--- src/rtl/rtc_upd_pkg.sv ---
package rtc_upd_pkg;

  typedef enum logic [1:0] {
    ST_IDLE,
    ST_LEAD,
    ST_UPD
  } upd_st_e;

  localparam logic [2:0] DIV_RUN = 3'b010;

  // encode 0..99 in the selected format
  function automatic logic [7:0] enc_val(logic bin, logic [6:0] v);
    logic [6:0] tens;
    logic [6:0] ones;
    tens = v / 7'd10;
    ones = v % 7'd10;
    if (bin) return {1'b0, v};
    return {tens[3:0], ones[3:0]};
  endfunction

  // increment with wrap to 0 after top
  function automatic logic [7:0] step_wrap(logic bin, logic [7:0] v, logic [6:0] top);
    if (v == enc_val(bin, top)) return 8'h00;
    if (!bin && v[3:0] == 4'd9) return {v[7:4] + 4'd1, 4'h0};
    return 8'(v + 8'd1);
  endfunction

  function automatic logic [7:0] step_hour(logic bin, logic h24, logic [7:0] v);
    logic [7:0] h;
    logic [7:0] nxt;
    logic [7:0] twelve;
    if (h24) return step_wrap(bin, v, 7'd23);
    h      = {1'b0, v[6:0]};
    twelve = enc_val(bin, 7'd12);
    if (h == twelve) return {v[7], 7'h01};
    if (h == enc_val(bin, 7'd11)) return {~v[7], twelve[6:0]};
    nxt = step_wrap(bin, h, 7'd12);
    return {v[7], nxt[6:0]};
  endfunction

endpackage

--- src/rtl/rtc_prescaler.sv ---
module rtc_prescaler
  import rtc_upd_pkg::*;
#(
  parameter int unsigned TICKS_PER_SEC = 32768,
  parameter int unsigned LEAD_TICKS    = 8
) (
  input  logic       clk_i,
  input  logic       rst_ni,
  input  logic       tick_i,
  input  logic [2:0] div_sel_i,
  output logic       run_o,
  output logic       lead_o,
  output logic       sec_o
);

  localparam int unsigned CW = $clog2(TICKS_PER_SEC);
  localparam logic [CW-1:0] LAST_CNT = CW'(TICKS_PER_SEC - 1);
  localparam logic [CW-1:0] LEAD_CNT = CW'(TICKS_PER_SEC - LEAD_TICKS - 1);

  logic [CW-1:0] cnt_q;
  logic          clr;
  logic          adv;

  assign run_o = (div_sel_i == DIV_RUN);
  assign clr   = (div_sel_i[2:1] == 2'b11);
  assign adv   = run_o && tick_i;

  always_ff @(posedge clk_i or negedge rst_ni) begin
    if (!rst_ni)  cnt_q <= '0;
    else if (clr) cnt_q <= '0;
    else if (adv) cnt_q <= (cnt_q == LAST_CNT) ? '0 : cnt_q + 1'b1;
  end

  assign lead_o = adv && (cnt_q == LEAD_CNT);
  assign sec_o  = adv && (cnt_q == LAST_CNT);

  AST_DIV_CLEAR: assert property (@(posedge clk_i) disable iff (!rst_ni)
    clr |=> (cnt_q == '0));
  AST_DIV_FREEZE: assert property (@(posedge clk_i) disable iff (!rst_ni)
    (!run_o && !clr) |=> $stable(cnt_q));
  AST_SEC_NOT_LEAD: assert property (@(posedge clk_i) disable iff (!rst_ni)
    sec_o |-> !lead_o);

endmodule

--- src/rtl/rtc_update_fsm.sv ---
module rtc_update_fsm
  import rtc_upd_pkg::*;
#(
  parameter int unsigned UPD_TICKS = 65
) (
  input  logic clk_i,
  input  logic rst_ni,
  input  logic tick_i,
  input  logic run_i,
  input  logic set_i,
  input  logic lead_i,
  input  logic sec_i,
  output logic uip_o,
  output logic upd_o,
  output logic done_o
);

  localparam int unsigned WW = $clog2(UPD_TICKS + 1);
  localparam logic [WW-1:0] LAST_W = WW'(UPD_TICKS - 1);

  upd_st_e       st_q, st_d;
  logic [WW-1:0] w_q, w_d;
  logic          done_q, done_d;
  logic          abort;

  assign abort = !run_i || set_i;

  always_comb begin
    st_d   = st_q;
    w_d    = w_q;
    done_d = 1'b0;
    if (abort) begin
      st_d = ST_IDLE;
    end else begin
      unique case (st_q)
        ST_IDLE: if (lead_i) st_d = ST_LEAD;
        ST_LEAD: if (sec_i) begin
          st_d = ST_UPD;
          w_d  = '0;
        end
        ST_UPD: if (tick_i) begin
          if (w_q == LAST_W) begin
            st_d   = ST_IDLE;
            done_d = 1'b1;
          end else begin
            w_d = w_q + 1'b1;
          end
        end
        default: st_d = ST_IDLE;
      endcase
    end
  end

  always_ff @(posedge clk_i or negedge rst_ni) begin
    if (!rst_ni) begin
      st_q   <= ST_IDLE;
      w_q    <= '0;
      done_q <= 1'b0;
    end else begin
      st_q   <= st_d;
      w_q    <= w_d;
      done_q <= done_d;
    end
  end

  assign uip_o  = (st_q != ST_IDLE);
  assign upd_o  = (st_q == ST_LEAD) && sec_i && !abort;
  assign done_o = done_q;

  AST_SET_UIP_LOW: assert property (@(posedge clk_i) disable iff (!rst_ni)
    set_i |=> !uip_o);
  AST_UPD_IN_UIP: assert property (@(posedge clk_i) disable iff (!rst_ni)
    upd_o |-> uip_o);
  AST_DONE_ENDS_UIP: assert property (@(posedge clk_i) disable iff (!rst_ni)
    done_o |-> (!uip_o && $past(uip_o)));
  AST_DONE_PULSE: assert property (@(posedge clk_i) disable iff (!rst_ni)
    done_o |=> !done_o);
  AST_UPD_STARTS_WIN: assert property (@(posedge clk_i) disable iff (!rst_ni)
    upd_o |=> uip_o);

endmodule

--- src/rtl/rtc_time_counters.sv ---
module rtc_time_counters
  import rtc_upd_pkg::*;
(
  input  logic       clk_i,
  input  logic       rst_ni,
  input  logic       upd_i,
  input  logic       load_i,
  input  logic       bin_i,
  input  logic       h24_i,
  input  logic [7:0] load_sec_i,
  input  logic [7:0] load_min_i,
  input  logic [7:0] load_hour_i,
  output logic [7:0] sec_o,
  output logic [7:0] min_o,
  output logic [7:0] hour_o
);

  logic [7:0] sec_q, min_q, hour_q;
  logic       sec_top, min_top;

  assign sec_top = (sec_q == enc_val(bin_i, 7'd59));
  assign min_top = (min_q == enc_val(bin_i, 7'd59));

  always_ff @(posedge clk_i or negedge rst_ni) begin
    if (!rst_ni) begin
      sec_q  <= '0;
      min_q  <= '0;
      hour_q <= '0;
    end else if (load_i) begin
      sec_q  <= load_sec_i;
      min_q  <= load_min_i;
      hour_q <= load_hour_i;
    end else if (upd_i) begin
      sec_q <= step_wrap(bin_i, sec_q, 7'd59);
      if (sec_top) begin
        min_q <= step_wrap(bin_i, min_q, 7'd59);
        if (min_top) hour_q <= step_hour(bin_i, h24_i, hour_q);
      end
    end
  end

  assign sec_o  = sec_q;
  assign min_o  = min_q;
  assign hour_o = hour_q;

  AST_TIME_HOLD: assert property (@(posedge clk_i) disable iff (!rst_ni)
    (!upd_i && !load_i) |=> $stable({sec_q, min_q, hour_q}));
  AST_MIN_ONLY_ON_CARRY: assert property (@(posedge clk_i) disable iff (!rst_ni)
    (upd_i && !load_i && !sec_top) |=> $stable({min_q, hour_q}));

endmodule

--- src/rtl/rtc_update_ctrl.sv ---
module rtc_update_ctrl #(
  parameter int unsigned TICKS_PER_SEC = 32768,
  parameter int unsigned LEAD_TICKS    = 8,
  parameter int unsigned UPD_TICKS     = 65
) (
  input  logic       clk_i,
  input  logic       rst_ni,
  input  logic       tick_i,
  input  logic [2:0] div_sel_i,
  input  logic       set_i,
  input  logic       bin_i,
  input  logic       h24_i,
  input  logic       load_i,
  input  logic [7:0] load_sec_i,
  input  logic [7:0] load_min_i,
  input  logic [7:0] load_hour_i,
  output logic [7:0] sec_o,
  output logic [7:0] min_o,
  output logic [7:0] hour_o,
  output logic       uip_o,
  output logic       upd_done_o
);

  logic run, lead, sec_edge, upd, load_en;

  assign load_en = set_i && load_i;

  rtc_prescaler #(
    .TICKS_PER_SEC(TICKS_PER_SEC),
    .LEAD_TICKS   (LEAD_TICKS)
  ) i_prescaler (
    .clk_i    (clk_i),
    .rst_ni   (rst_ni),
    .tick_i   (tick_i),
    .div_sel_i(div_sel_i),
    .run_o    (run),
    .lead_o   (lead),
    .sec_o    (sec_edge)
  );

  rtc_update_fsm #(
    .UPD_TICKS(UPD_TICKS)
  ) i_fsm (
    .clk_i (clk_i),
    .rst_ni(rst_ni),
    .tick_i(tick_i),
    .run_i (run),
    .set_i (set_i),
    .lead_i(lead),
    .sec_i (sec_edge),
    .uip_o (uip_o),
    .upd_o (upd),
    .done_o(upd_done_o)
  );

  rtc_time_counters i_counters (
    .clk_i      (clk_i),
    .rst_ni     (rst_ni),
    .upd_i      (upd),
    .load_i     (load_en),
    .bin_i      (bin_i),
    .h24_i      (h24_i),
    .load_sec_i (load_sec_i),
    .load_min_i (load_min_i),
    .load_hour_i(load_hour_i),
    .sec_o      (sec_o),
    .min_o      (min_o),
    .hour_o     (hour_o)
  );

  AST_LOAD_NEEDS_SET: assert property (@(posedge clk_i) disable iff (!rst_ni)
    (load_i && !set_i && !upd) |=> $stable({sec_o, min_o, hour_o}));
  AST_SET_NO_DONE: assert property (@(posedge clk_i) disable iff (!rst_ni)
    set_i |=> !upd_done_o);

endmodule

--- config.mk ---
export PLATFORM = sky130hd
export DESIGN_NAME = rtc_update_ctrl
export DESIGN_NICKNAME = d
export VERILOG_FILES = /design/src/rtl/rtc_upd_pkg.sv /design/src/rtl/rtc_prescaler.sv /design/src/rtl/rtc_update_fsm.sv /design/src/rtl/rtc_time_counters.sv /design/src/rtl/rtc_update_ctrl.sv
export SDC_FILE = /design/constraint.sdc
export NUM_CORES = 1
export LEC_CHECK = 0
export CORE_MARGIN = 8
export CORE_UTILIZATION = 44
export DETAILED_ROUTE_END_ITERATION = 12
export PLACE_DENSITY_LB_ADDON = 0.3
export SYNTH_ARGS = -nofsm -noshare
export SYNTH_HDL_FRONTEND = slang
export SYNTH_SLANG_ARGS = --single-unit
export TNS_END_PERCENT = 20
--- constraint.sdc ---
create_clock -name clk_i -period 2.8 [get_ports clk_i]
set_input_delay 0.56 -clock clk_i [delete_from_list [all_inputs] [get_ports clk_i]]
set_output_delay 0.56 -clock clk_i [all_outputs]
set_load 0.01 [all_outputs]
==> results.toml, run 1 <==
[run_status]
outcome = "complete, no violations"

[sta]
clock_skew_ns = 0.00557
hold_viol = 0
slew_viol_final = 0
rsz0062_at_grt = "no"
setup_tns_ns = 0
timing.hold.ws_ns = 0.364
relSlewSlack_pct = 57.1
worst_slew_pin_slew_ns = 0.643
setup_viol_count_final = 0
min_period_over_period_pct = 87.1
clock.fmax_ghz = 0.410
period_needed_ns = 2.44

[floorplanning]
fp.dieArea_um2 = 10800
die_x_um = 104
start_util_pct = 44.5
io_pins = 60
die_h_um = 104
coreArea_um2 = 7610
rows = 32

[pwr]
p_per_area_nw_per_um2 = 484
peakVddDrop_uv = 193
power.leakage_nw = 1.77

[clocking]
clk_latency_ns = 0.30
cts_made_buffers = 5
htree_levels = 2
clockBufferDepth = 2
cts_setup_buffers = 0
path_clk_slew_ns = 0.09
numClockSinks = 49
cts-root-buf = "clkbuf_8"
cts_tree = "built"
cts_resized = 0
cts_hold_buf = 0

[yosys]
ys_seq_elements = 49
yosys_warnings = 0
synth_cell_types = 65
synth.avg_cell_area_um2 = 8.47
synth_top_family_by_area = "simple AND/OR/NAND/NOR gates"
synthTopCellsByArea = "dfrtp_1, o21ai_0, ha_1, nand2_1, nor2_1"
synthSimpleGateAreaFrac_pct = 29.6
synth_ff_type = "dfrtp_1"
synth_compound_area_share_pct = 22.5
synth_xor_area_share_pct = 2.33
muxShareOfSynthArea_pct = 0.960
syn_inst = 400
synthAdderAreaFrac_pct = 4.43
synthArstFlopShare_pct = 100
syn-num-nets = 446
yosysTopAreaCell = "dfrtp_1"
seq_area_frac_synth_pct = 36.2
synth_edf_count = 0
synth_top_area_share_pct = 36.2
synth_area_um2 = 3390

[route]
wire_per_inst_um = 15.5
drc = 0
vias_per_cell = 5.73
num_vias = 3285
routed_wirelength_um = 8890
drtIter0Drc = 168
drtAntennaViolNets = 0
drtPass1Iterations = 4

[worst_setup_path]
r2r_cells = 7
arrival_ns = 2.60
crit_path_start_kind = "input pin"
r2r_start = "i_prescaler.cnt_q[0]"
critical_path_class = "in2reg"
r2r_slack_ns = 0.41
cp-end-kind = "register"
crit_path_max_fanout = 10
reg2reg_to = "i_counters.hour_o[6]"
required_ns = 2.96

[placed_design]
dp_hpwl_um = 6410
portBuffers = 59
dpl-instance-area_um2 = 4200
dp_cells = 566
place_congestion = 0.854

[finish]
area_growth_pct = 26.4
fin_area_um2 = 4280
stdcell_count = 573
post-route-util_pct = 56.3
antennaDiodeCount = 0
drive_above_1_share_pct = 9.55
layout.nets = 517

[global_route]
grt_pass1_vias = 3199
grt_overflow = 0
track_usage_pct = 16.6
grt_pass1_wl_um = 15400
antenna_found_initial = 0
grt_max_degree = 50

[hold_path]
worstHoldPathType = "in2async"

[job]
maxCapViolations = 0
[critical path, stage by stage]
cell and delay, ns:
clkdlybuf4s50_1 0.47, buf_4 0.13, nand4bb_1 0.16, nor4_4 0.25
a41oi_2 0.21, nand3b_1 0.41, o21ai_0 0.27, o311ai_0 0.15
[worst max path at each step]
stage | from | endpoint | slack, ns
floorplan | bin_i | i_counters.hour_o[2] | 0.58
global placement | div_sel_i[1] | i_counters.hour_o[3] | 0.09
detailed placement | div_sel_i[1] | i_counters.hour_o[6] | 0.04
CTS | div_sel_i[1] | i_counters.hour_o[6] | 0.37
global route | div_sel_i[1] | i_counters.hour_o[7] | 0.17
finish | div_sel_i[1] | i_counters.hour_o[6] | 0.36
[cells in the final DEF (no fill, tap or decap), drive strengths merged, types with 3 or more instances in the layout]
| cell | Yosys | routed |
|---|---|---|
| xor2 | 9 | 9 |
| buf | 7 | 24 |
| dfrtp | 49 | 49 |
| nor4b | 6 | 6 |
| nor2 | 36 | 36 |
| nand3 | 22 | 22 |
| nand2b | 9 | 9 |
| a31oi | 5 | 5 |
| a21oi | 15 | 15 |
| clkbuf | 11 | 7 |
| nand3b | 3 | 3 |
| o31ai | 7 | 7 |
| and3 | 12 | 12 |
| nand2 | 37 | 37 |
| and2 | 4 | 4 |
| nor3 | 7 | 7 |
| nor3b | 6 | 6 |
| nand4 | 6 | 6 |
| o211ai | 4 | 4 |
| or3b | 3 | 3 |
| nor2b | 8 | 8 |
| clkdlybuf4s50 | 0 | 58 |
| nor4 | 6 | 6 |
| o21ai | 50 | 50 |
| ha | 12 | 12 |
| inv | 16 | 16 |
| a22oi | 4 | 4 |
[flip-flops by register name, indices dropped and copies added, names as in the netlist]
name / cells
i_counters.hour_o: 8
i_counters.min_o: 8
i_fsm.done_o: 1
i_fsm.st_q: 2
i_counters.sec_o: 8
i_fsm.w_q: 7
i_prescaler.cnt_q: 15
[power by group]
| part | switching, mW | internal [mW] | total [mW] |
|---|---|---|---|
| sequential | 0.189 | 0.802 | 0.991 |
| clock | 0.233 | 0.197 | 0.430 |
| combinational | 0.294 | 0.358 | 0.652 |
[cell families (layout without fill, tap and decap cells)]
group / count (synthesis) / in the layout
AOI/OAI and AO/OA: 114 / 114
DFF: 49 / 49
xor gates and xnor gates: 9 / 9
and+or+nand+nor: 179 / 179
buffers and inverters: 34 / 105
muxes: 3 / 3
adders and majority gates: 12 / 12
[metrics by stage]
stage / power (mW) / setup WS [ns]
3_5_place_dp: 1.66 / 0.0351
4_1_cts: 2.10 / 0.366
5_1_grt: 2.22 / 0.169
6_report: 2.07 / 0.362
2_1_floorplan: 1.32 / 0.582
3_3_place_gp: 1.64 / 0.0918
[cells in the mapped netlist (2+ instances only)]
library cell / count
or2_2: 2
a32oi_1: 2
and2_1: 3
buf_2: 7
o2bb2ai_1: 2
nand3b_1: 3
inv_1: 16
nor3b_1: 6
and4_1: 2
a31oi_1: 5
or3b_2: 2
clkbuf_1: 11
o21ai_1: 2
a22oi_1: 4
xor2_1: 9
a31o_2: 2
o211ai_1: 4
ha_1: 12
nor4b_1: 5
a22o_1: 2
nor4_1: 5
and4b_1: 2
or3_1: 2
nand4_1: 6
a221o_1: 2
a2bb2oi_1: 2
a21oi_1: 15
and3_1: 12
nor2b_1: 8
o31ai_1: 6
dfrtp_1: 49
nand2b_1: 9
mux2_2: 2
nand3_1: 22
nor2_1: 36
o21bai_1: 2
o21ai_0: 48
nand4bb_1: 2
o31a_1: 2
nand2_1: 37
nor3_1: 6
[layout make-up]
| type | instances | area [µm²] |
|---|---|---|
| fill | 717 | 3320 |
| multi-input combinational | 317 | 2030 |
| sequential | 49 | 1230 |
| timing repair buffer | 82 | 758 |
| tap | 102 | 128 |
| clock buffer | 7 | 86.3 |
| inverter | 16 | 60.1 |
[metal layers]
| layer | GRT usage [%] | part of all wire [%] |
|---|---|---|
| met4 | 4.34 | 1.1 |
| met3 | 3.47 | 4.3 |
| met5 | 0 | 0 |
| met2 | 27.0 | 47 |
| met1 | 21.8 | 48 |
Note: power is estimated with default switching activity, not from simulation.
==> inputs of run 2 (changes only) <==
--- a/config.mk
+++ b/config.mk
@@ -8,6 +8,7 @@
 export CORE_MARGIN = 8
 export CORE_UTILIZATION = 44
 export DETAILED_ROUTE_END_ITERATION = 12
+export DONT_BUFFER_PORTS = 1
 export PLACE_DENSITY_LB_ADDON = 0.3
 export SYNTH_ARGS = -nofsm -noshare
 export SYNTH_HDL_FRONTEND = slang
==> run 2 against run 1 <==
Net effect: maximum frequency decreased by 0.54%; clock-buffer cell count unchanged; global-route usage fell by 1.0 points.
==> results.toml, run 2 (same netlist as run 1, synthesis figures left out) <==
[floorplanning]
rows = 32
die_x_um = 104
fp.dieArea_um2 = 10800
coreArea_um2 = 7610
die_h_um = 104
start_util_pct = 44.5
io_pins = 60

[global_route]
grt_overflow = 0
grt_pass1_wl_um = 14200
grt_pass1_vias = 2793
grt_max_degree = 50
track_usage_pct = 15.6
antenna_found_initial = 0

[worst_setup_path]
crit_path_max_fanout = 15
r2r_start = "i_counters.sec_o[5]"
r2r_cells = 6
critical_path_class = "reg2reg"
arrival_ns = 2.61
crit_path_start_kind = "register"
required_ns = 2.96
r2r_slack_ns = 0.35
reg2reg_to = "i_counters.hour_o[6]"
cp-end-kind = "register"

[finish]
final_cell_mix = "dfrtp_1, o21ai_0, nand2_1"
layout.nets = 443
drive_above_1_share_pct = 7.79
layout_commonest_cell = "dfrtp_1"
stdcell_count = 500
area_growth_pct = 6.87
regMostFlops = "i_prescaler.cnt_q"
largest_register_ffs = 15
antennaDiodeCount = 0

[sta]
worst_slew_pin_slew_ns = 1.05
relSlewSlack_pct = 29.3
setup_tns_ns = 0
setup_viol_count_final = 0
period_needed_ns = 2.45
fin_ws_ns = 0.349
min_period_over_period_pct = 87.5
clock_skew_ns = 0.0134
slew_viol_final = 0
hold_viol = 0
rsz0062_at_grt = "no"
clock.fmax_ghz = 0.408

[clocking]
cts_tree = "built"
clockBufferDepth = 2
cts_made_buffers = 5
path_clk_slew_ns = 0.09
htree_levels = 2
clk_latency_ns = 0.30
cts-root-buf = "clkbuf_8"
numClockSinks = 49

[route]
drc = 0
wire_per_inst_um = 17.2
routed_wirelength_um = 8580
drtPass1Iterations = 4
num_vias = 3021
drtAntennaViolNets = 0
vias_per_cell = 6.04
drtIter0Drc = 143

[pwr]
power.leakage_nw = 1.50
total_power_mw = 1.91
p_per_area_nw_per_um2 = 527
peakVddDrop_uv = 293

[hold_path]
worstHoldPathType = "in2async"

[placed_design]
portBuffers = 0
pre_cts_slack_ns = 0.343
dp_cells = 491
place_congestion = 0.858
dp_hpwl_um = 6160

[job]
maxCapViolations = 0

[run_status]
outcome = "complete, no violations"
-- run 2: cell types whose count changed in the layout (fill, tap and decap cells not counted), sizes merged --
| cell | previous run | this run |
|---|---|---|
| clkdlybuf4s50 | 58 | 0 |
| buf | 24 | 8 |
| clkinv | 0 | 1 |
-- run 2: critical path, stage by stage, from the launching register on --
cell and delay, ns:
dfrtp_1 0.54, and4b_1 0.24, a31oi_1 0.06, o41ai_4 0.52, nand3b_1 0.51, o21ai_0 0.28
o311ai_0 0.15
-- run 2: final cells by class --
| class | instances | area [µm²] |
|---|---|---|
| inverter | 16 | 60.1 |
| timing repair buffer | 8 | 80.1 |
| tap | 102 | 128 |
| fill | 761 | 3990 |
| multi-input combinational | 317 | 2030 |
| clock buffer | 7 | 96.3 |
| clock inverter | 1 | 5.00 |
| sequential | 49 | 1230 |
-- run 2: power by group --
| part | internal [mW] | leakage (nW) | switching, mW |
|---|---|---|---|
| registers | 0.801 | 0.642 | 0.224 |
| logic | 0.197 | 0.801 | 0.222 |
| clock network | 0.224 | 0.0542 | 0.241 |
| total | 1.22 | 1.50 | 0.687 |
-- run 2: worst max-delay path by stage --
stage                         from                   end  slack [ns]  cells past startpoint
2_1_floorplan                bin_i  i_counters.hour_o[2]        0.58                      7
3_3_place_gp                 set_i  i_counters.hour_o[6]        0.45                      6
3_5_place_dp   i_counters.sec_o[5]  i_counters.hour_o[7]        0.34                      5
4_1_cts        i_counters.sec_o[5]  i_counters.hour_o[6]        0.34                      5
5_1_grt        i_counters.sec_o[5]  i_counters.hour_o[6]        0.14                      6
6_report       i_counters.sec_o[5]  i_counters.hour_o[6]        0.35                      6
-- run 2: what timing repair did --
| action | CTS | global route |
|---|---|---|
| endpoints found under the hold margin | 49 | 0 |
| hold buffers | 1 | 0 |
| resized for setup | 0 | 0 |
| buffers inserted | 0 | 0 |
-- run 2: metrics by stage --
step | cell area (µm²) | hold WS [ns] | util, %
after detailed placement | 3490 | 0.267 | 45.9
after global routing | 3620 | 0.102 | 47.6
after CTS | 3620 | 0.0959 | 47.6
after floorplan | 3390 | 0.264 | -
final | 3620 | 0.0991 | 47.6
after global placement | 3490 | 0.267 | 45.9
-- run 2: per-layer routing --
| metal | GRT usage, % | up-vias | part of all wire [%] |
|---|---|---|---|
| met3 | 4.40 | 4 | 6.0 |
| met4 | 4.03 | 0 | 0.63 |
| met1 | 20.0 | 1470 | 46 |
| met5 | 0 | - | 0 |
| li1 | - | 1470 | - |
| met2 | 25.1 | 77 | 47 |
